File: src/rtl/dp_alu_pkg.sv
package dp_alu_pkg;

   typedef enum logic [3:0] {
      OP_AND = 4'b0000,
      OP_EOR = 4'b0001,
      OP_SUB = 4'b0010,
      OP_RSB = 4'b0011,
      OP_ADD = 4'b0100,
      OP_ADC = 4'b0101,
      OP_SBC = 4'b0110,
      OP_RSC = 4'b0111,
      OP_TST = 4'b1000,
      OP_TEQ = 4'b1001,
      OP_CMP = 4'b1010,
      OP_CMN = 4'b1011,
      OP_ORR = 4'b1100,
      OP_MOV = 4'b1101,
      OP_BIC = 4'b1110,
      OP_MVN = 4'b1111
   } dp_op_e;

   typedef enum logic [1:0] {
      CIN_ZERO,
      CIN_ONE,
      CIN_FLAG
   } cin_sel_e;

   typedef enum logic [2:0] {
      LF_AND,
      LF_XOR,
      LF_OR,
      LF_ANDN,
      LF_PASS,
      LF_NOT
   } logic_fn_e;

   typedef struct packed {
      logic      is_arith;
      logic      wr_en;
      logic      inv_a;
      logic      inv_b;
      cin_sel_e  cin_sel;
      logic_fn_e lfn;
   } dp_ctrl_t;

endpackage

File: src/rtl/dp_decode.sv
module dp_decode
   import dp_alu_pkg::*;
(
   input  logic [3:0] opcode,
   output dp_ctrl_t   ctrl
);

   always_comb begin
      ctrl          = '0;
      ctrl.wr_en    = (opcode[3:2] != 2'b10);
      ctrl.cin_sel  = CIN_ZERO;
      ctrl.lfn      = LF_PASS;
      unique case (dp_op_e'(opcode))
         OP_ADD, OP_CMN: begin
            ctrl.is_arith = 1'b1;
         end
         OP_ADC: begin
            ctrl.is_arith = 1'b1;
            ctrl.cin_sel  = CIN_FLAG;
         end
         OP_SUB, OP_CMP: begin
            ctrl.is_arith = 1'b1;
            ctrl.inv_b    = 1'b1;
            ctrl.cin_sel  = CIN_ONE;
         end
         OP_SBC: begin
            ctrl.is_arith = 1'b1;
            ctrl.inv_b    = 1'b1;
            ctrl.cin_sel  = CIN_FLAG;
         end
         OP_RSB: begin
            ctrl.is_arith = 1'b1;
            ctrl.inv_a    = 1'b1;
            ctrl.cin_sel  = CIN_ONE;
         end
         OP_RSC: begin
            ctrl.is_arith = 1'b1;
            ctrl.inv_a    = 1'b1;
            ctrl.cin_sel  = CIN_FLAG;
         end
         OP_AND, OP_TST: ctrl.lfn = LF_AND;
         OP_EOR, OP_TEQ: ctrl.lfn = LF_XOR;
         OP_ORR:         ctrl.lfn = LF_OR;
         OP_BIC:         ctrl.lfn = LF_ANDN;
         OP_MOV:         ctrl.lfn = LF_PASS;
         OP_MVN:         ctrl.lfn = LF_NOT;
         default:        ctrl.lfn = LF_PASS;
      endcase
   end

endmodule

File: src/rtl/dp_adder.sv
module dp_adder #(
   parameter int WIDTH = 32,
   parameter int STYLE = 1
) (
   input  logic [WIDTH-1:0] a,
   input  logic [WIDTH-1:0] b,
   input  logic             cin,
   output logic [WIDTH-1:0] sum,
   output logic             cout,
   output logic             ovf
);

   localparam int MSB = WIDTH - 1;

   if (STYLE == 0) begin : g_behav
      assign {cout, sum} = {1'b0, a} + {1'b0, b} + {{WIDTH{1'b0}}, cin};
   end else begin : g_ripple
      logic [WIDTH:0] cy;
      assign cy[0] = cin;
      for (genvar i = 0; i < WIDTH; i++) begin : g_bit
         assign sum[i]  = a[i] ^ b[i] ^ cy[i];
         assign cy[i+1] = (a[i] & b[i]) | (cy[i] & (a[i] ^ b[i]));
      end
      assign cout = cy[WIDTH];

      always_comb begin
         AST_RIPPLE_SUM: assert ({cout, sum} == ({1'b0, a} + {1'b0, b} + {{WIDTH{1'b0}}, cin}))
            else $error("ripple adder disagrees with reference sum");
      end
   end

   assign ovf = (a[MSB] == b[MSB]) && (sum[MSB] != a[MSB]);

endmodule

File: src/rtl/dp_logic.sv
module dp_logic
   import dp_alu_pkg::*;
#(
   parameter int WIDTH = 32
) (
   input  logic [WIDTH-1:0] a,
   input  logic [WIDTH-1:0] b,
   input  logic_fn_e        fn,
   output logic [WIDTH-1:0] y
);

   always_comb begin
      unique case (fn)
         LF_AND:  y = a & b;
         LF_XOR:  y = a ^ b;
         LF_OR:   y = a | b;
         LF_ANDN: y = a & ~b;
         LF_NOT:  y = ~b;
         default: y = b;
      endcase
   end

endmodule

File: src/rtl/dp_flags.sv
module dp_flags #(
   parameter int WIDTH = 32
) (
   input  logic [WIDTH-1:0] res,
   input  logic             set_flags,
   input  logic             is_arith,
   input  logic             add_cout,
   input  logic             add_ovf,
   input  logic             shift_carry,
   input  logic [3:0]       nzcv_in,
   output logic [3:0]       nzcv_out
);

   localparam int MSB = WIDTH - 1;

   logic n_new, z_new, c_new, v_new;

   always_comb begin
      n_new = res[MSB];
      z_new = (res == '0);
      c_new = is_arith ? add_cout : shift_carry;
      v_new = is_arith ? add_ovf  : nzcv_in[0];
      nzcv_out = set_flags ? {n_new, z_new, c_new, v_new} : nzcv_in;
   end

endmodule

File: src/rtl/dp_alu.sv
module dp_alu
   import dp_alu_pkg::*;
#(
   parameter int DATA_W      = 32,
   parameter int ADDER_STYLE = 1
) (
   input  logic [3:0]        opcode,
   input  logic [DATA_W-1:0] rn,
   input  logic [DATA_W-1:0] op2,
   input  logic              shift_carry,
   input  logic              set_flags,
   input  logic              flag_n_in,
   input  logic              flag_z_in,
   input  logic              flag_c_in,
   input  logic              flag_v_in,
   output logic [DATA_W-1:0] result,
   output logic              reg_write,
   output logic              flag_n_out,
   output logic              flag_z_out,
   output logic              flag_c_out,
   output logic              flag_v_out
);

   localparam int MSB = DATA_W - 1;

   if (DATA_W < 2) begin : g_bad_width
      $error("dp_alu: DATA_W must be at least 2");
   end
   if (ADDER_STYLE != 0 && ADDER_STYLE != 1) begin : g_bad_style
      $error("dp_alu: ADDER_STYLE must be 0 or 1");
   end

   dp_ctrl_t          ctrl;
   logic [DATA_W-1:0] add_a, add_b, add_sum, log_y;
   logic              add_cin, add_cout, add_ovf;
   logic [3:0]        nzcv_next;

   dp_decode i_decode (
      .opcode (opcode),
      .ctrl   (ctrl)
   );

   always_comb begin
      add_a = ctrl.inv_a ? ~rn  : rn;
      add_b = ctrl.inv_b ? ~op2 : op2;
      unique case (ctrl.cin_sel)
         CIN_ONE:  add_cin = 1'b1;
         CIN_FLAG: add_cin = flag_c_in;
         default:  add_cin = 1'b0;
      endcase
   end

   dp_adder #(.WIDTH(DATA_W), .STYLE(ADDER_STYLE)) i_adder (
      .a    (add_a),
      .b    (add_b),
      .cin  (add_cin),
      .sum  (add_sum),
      .cout (add_cout),
      .ovf  (add_ovf)
   );

   dp_logic #(.WIDTH(DATA_W)) i_logic (
      .a  (rn),
      .b  (op2),
      .fn (ctrl.lfn),
      .y  (log_y)
   );

   assign result    = ctrl.is_arith ? add_sum : log_y;
   assign reg_write = ctrl.wr_en;

   dp_flags #(.WIDTH(DATA_W)) i_flags (
      .res         (result),
      .set_flags   (set_flags),
      .is_arith    (ctrl.is_arith),
      .add_cout    (add_cout),
      .add_ovf     (add_ovf),
      .shift_carry (shift_carry),
      .nzcv_in     ({flag_n_in, flag_z_in, flag_c_in, flag_v_in}),
      .nzcv_out    (nzcv_next)
   );

   assign {flag_n_out, flag_z_out, flag_c_out, flag_v_out} = nzcv_next;

   always_comb begin
      AST_COMPARE_NO_WRITE: assert (opcode[3:2] != 2'b10 || !reg_write)
         else $error("compare/test opcode requested a register write");
      AST_FLAGS_HOLD: assert (set_flags || ({flag_n_out, flag_z_out, flag_c_out, flag_v_out}
                                            == {flag_n_in, flag_z_in, flag_c_in, flag_v_in}))
         else $error("flags changed with set_flags low");
      AST_NEG_MSB: assert (!set_flags || flag_n_out == result[MSB])
         else $error("negative flag differs from result sign");
      AST_ZERO_RESULT: assert (!set_flags || flag_z_out == (result == '0))
         else $error("zero flag differs from result");
      AST_LOGIC_KEEP_V: assert (!set_flags || ctrl.is_arith || flag_v_out == flag_v_in)
         else $error("bitwise op touched overflow flag");
      AST_LOGIC_SHIFT_C: assert (!set_flags || ctrl.is_arith || flag_c_out == shift_carry)
         else $error("bitwise op carry not from shifter");
   end

endmodule

File: config.mk
export PLATFORM = sky130hd
export DESIGN_NAME = dp_alu
export DESIGN_NICKNAME = d
export VERILOG_FILES = /design/src/rtl/dp_alu_pkg.sv /design/src/rtl/dp_decode.sv /design/src/rtl/dp_adder.sv /design/src/rtl/dp_logic.sv /design/src/rtl/dp_flags.sv /design/src/rtl/dp_alu.sv
export SDC_FILE = /design/constraint.sdc
export NUM_CORES = 1
export LEC_CHECK = 0
export BUFFER_PORTS_ARGS = -buffer_cell sky130_fd_sc_hd__buf_2
export CORE_MARGIN = 1.5
export CORE_UTILIZATION = 56
export DETAILED_ROUTE_END_ITERATION = 16
export GPL_ROUTABILITY_DRIVEN = 0
export GPL_TIMING_DRIVEN = 0
export PLACE_DENSITY = 0.91
export SYNTH_ARGS = -nofsm -noshare
export SYNTH_HDL_FRONTEND = slang
export SYNTH_SLANG_ARGS = --single-unit
File: constraint.sdc
create_clock -name vclk -period 37.2
set_input_delay 7.44 -clock vclk [all_inputs]
set_output_delay 7.44 -clock vclk [all_outputs]
set_load 0.03 [all_outputs]
==> metrics <==
status finished clean; Syn-to-layout area delta 16.9%; first-pass GRT wire length ~22000 um; critical path class in -> out; slowest stage cell, crit path fa_1; fin. max-slew vios 0; Hold Path Class in -> out; DR iter-0 viols 621; Cell Area, Synth 0.00398 mm^2; Seq/Total Area, Yosys 0%; WL final 13800 um; # setup viols final 0; largest net degree at the start of global routing 11; WHS 15.24 ns; RSZ-0062 raised after global routing no; sequential share of power 0%; combinational share of power 100.0%; Die W just under 90 um; CP Capture Type output pin; NetSw 67.4 uW; Post-DP HPWL 10700 um; hold bufs inserted after CTS 0; grt ovf 0; IO Port Bufs 110; distinct cell type count after synthesis 56; initial antenna violation count 0; sw frac 62.5%; GRT Util Overall 36.3%; Data required, critical path 29.76 ns; Leak 0.00221 uW; largest family of logic cells by synthesized area adder cells; slowest stage delay, CP 0.55 ns; post-synthesis mux area share 0%; clkbuf count 0; fmax roughly 0.028 GHz; WHS Path Cells 3; Clock Power Share 0%; post-route ant nets 0; setup TNS 0 ns; post-synthesis simple-gate area fraction 19.6%; row count 30; yosys warns 0; FF/Latch Area 0 um^2; hold path startpoint set_flags; vias 4866; crit start category primary input; Worst Tran Pin Value 1.13 ns; Slew HR 23.9%; post-layout min period 35.54 ns; nets 810; Post-Syn Area per Cell 7.14 um^2; Syn Inst Count 557; postcts setup bufs 0; layout cells sized above 1 19.6%; Critical Path AT about 28 ns; Final Hold Fails 0; iteration count of the initial detailed-routing pass 5; Die Y-Extent 87.3 um; CP dominant cell by count fa_1; initial core utilization between 50% and 60%; die area 0.00762 mm^2; Pint between 40 and 50 uW; Hold EP flag_n_out; fill cell count 599; syn nets 698; post-DR vias/cell 6.38; period utilization between 90% and 100%; max-cap viol count 0; num ports 111; # resized after CTS 0; pwr dens 23.2 mW/mm^2; Seq cells 0; residual DRC count 0; wire per inst 18.1 um; complex-gate fraction of the synthesized area 26.0%; CORE AREA 0.00683 mm^2; number of global-route vias before repair ~4800; n_diodes 0; peak supply drop about 16 uV; XOR/XNOR Fraction of Synth Area ~14%; CP max FO 10; Post-Synth Adder-Cell Area 27.1%
-- layout by cell type (no fill, tap or decap), types with 15 or more instances in the layout --
cell type / instances
a21oi_1: 38
nand2_1: 36
clkbuf_1: 21
a22oi_1: 18
inv_1: 84
ha_1: 35
fa_1: 32
nor2_1: 37
xnor2_1: 65
buf_2: 114
o211ai_1: 15
o21ai_0: 17
-- cell usage after synthesis (2+ instances only) --
cell type | count | area share [%]
nor4_1 | 2 | 0.31
buf_2 | 4 | 0.50
a22oi_1 | 18 | 3.4
nand4_1 | 5 | 0.79
buf_1 | 10 | 0.94
nand2_1 | 36 | 3.4
nor2_1 | 37 | 3.5
o211ai_1 | 15 | 2.8
a21oi_1 | 38 | 4.8
or4_1 | 3 | 0.57
nor4b_1 | 3 | 0.66
nand2b_1 | 4 | 0.63
inv_1 | 84 | 7.9
a31o_2 | 2 | 0.44
nand3b_1 | 5 | 0.94
xnor2_1 | 65 | 14
buf_4 | 4 | 0.76
ha_1 | 35 | 11
fa_1 | 32 | 16
a211o_1 | 5 | 1.1
o221ai_1 | 5 | 1.1
and3b_1 | 2 | 0.44
or4b_1 | 2 | 0.50
a222oi_1 | 3 | 0.76
o32ai_1 | 5 | 1.1
o311ai_0 | 2 | 0.44
o22ai_1 | 9 | 1.4
o2111ai_1 | 5 | 1.1
o31ai_1 | 11 | 2.1
o21ba_2 | 2 | 0.50
clkbuf_1 | 21 | 2.0
o21ai_0 | 17 | 2.1
or3_1 | 12 | 1.9
buf_6 | 3 | 0.85
and2_1 | 3 | 0.47
nor2b_1 | 7 | 1.1
nand3_1 | 9 | 1.1
o21ba_1 | 2 | 0.50
nor3_1 | 12 | 1.5
a221oi_1 | 2 | 0.44
-- layer usage --
| layer | GRT usage [%] | wire length [um] |
|---|---|---|
| met1 | 47.3 | 5110 |
| met2 | 60.5 | 6490 |
| met3 | 4.83 | 1640 |
| met4 | 15.0 | 565 |
| met5 | 0 | 0 |
-- logic make-up after synthesis --
kind of cell | after synthesis
simple gates | 150
xor+xnor | 65
buf+inv | 126
fa+ha+maj | 67
compound gates | 149
-- worst max-delay path: cells and delay by family --
kind                       cells  cell delay (ns)
adders and majority gates     32            14.91
buffers and inverters         12             2.89
and+or+nand+nor                6             2.04
AOI/OAI and AO/OA              2             0.50
xor gates and xnor gates       1             0.26
-- power by group through the flow --
stage                     sequential, uW  combinational [uW]  clock (uW)
after global routing                   0                 117           0
after global placement                 0                 101           0
final                                  0                 108           0
after floorplan                        0                73.9           0
after CTS                              0                 106           0
after detailed placement               0                 105           0
-- worst max path at each step --
stage                     startpoint          to  slack (ns)  depth (start not counted)
final                      opcode[1]  flag_z_out        1.66                         53
after global routing       opcode[1]  flag_z_out        1.16                         53
after CTS                  opcode[1]  flag_z_out        1.84                         53
after detailed placement   opcode[1]  flag_z_out        1.90                         53
after global placement     opcode[1]  flag_z_out        2.06                         53
after floorplan            opcode[0]  flag_z_out        3.97                         51
-- metrics by stage --
step	utilization (%)	total power [uW]	instance area [um^2]	worst slack (ns)	std cells
global route	68.0	117	4650	1.16	763
detailed placement	68.0	105	4650	1.90	763
finish	68.0	108	4650	1.66	763
floorplan	-	73.9	3980	3.97	557
global placement	68.0	101	4650	2.06	763
CTS	68.0	106	4650	1.84	763
-- final cells by class --
class                           count  area [um^2]  area share [%]
Buffer                             42          200            4.31
Inverter                           84          315            6.79
Multi-Input combinational cell    431         3460            74.5
Tap cell                           96          120            2.58
Timing Repair Buffer              110          551            11.8
(Power assumes the default switching activity.)
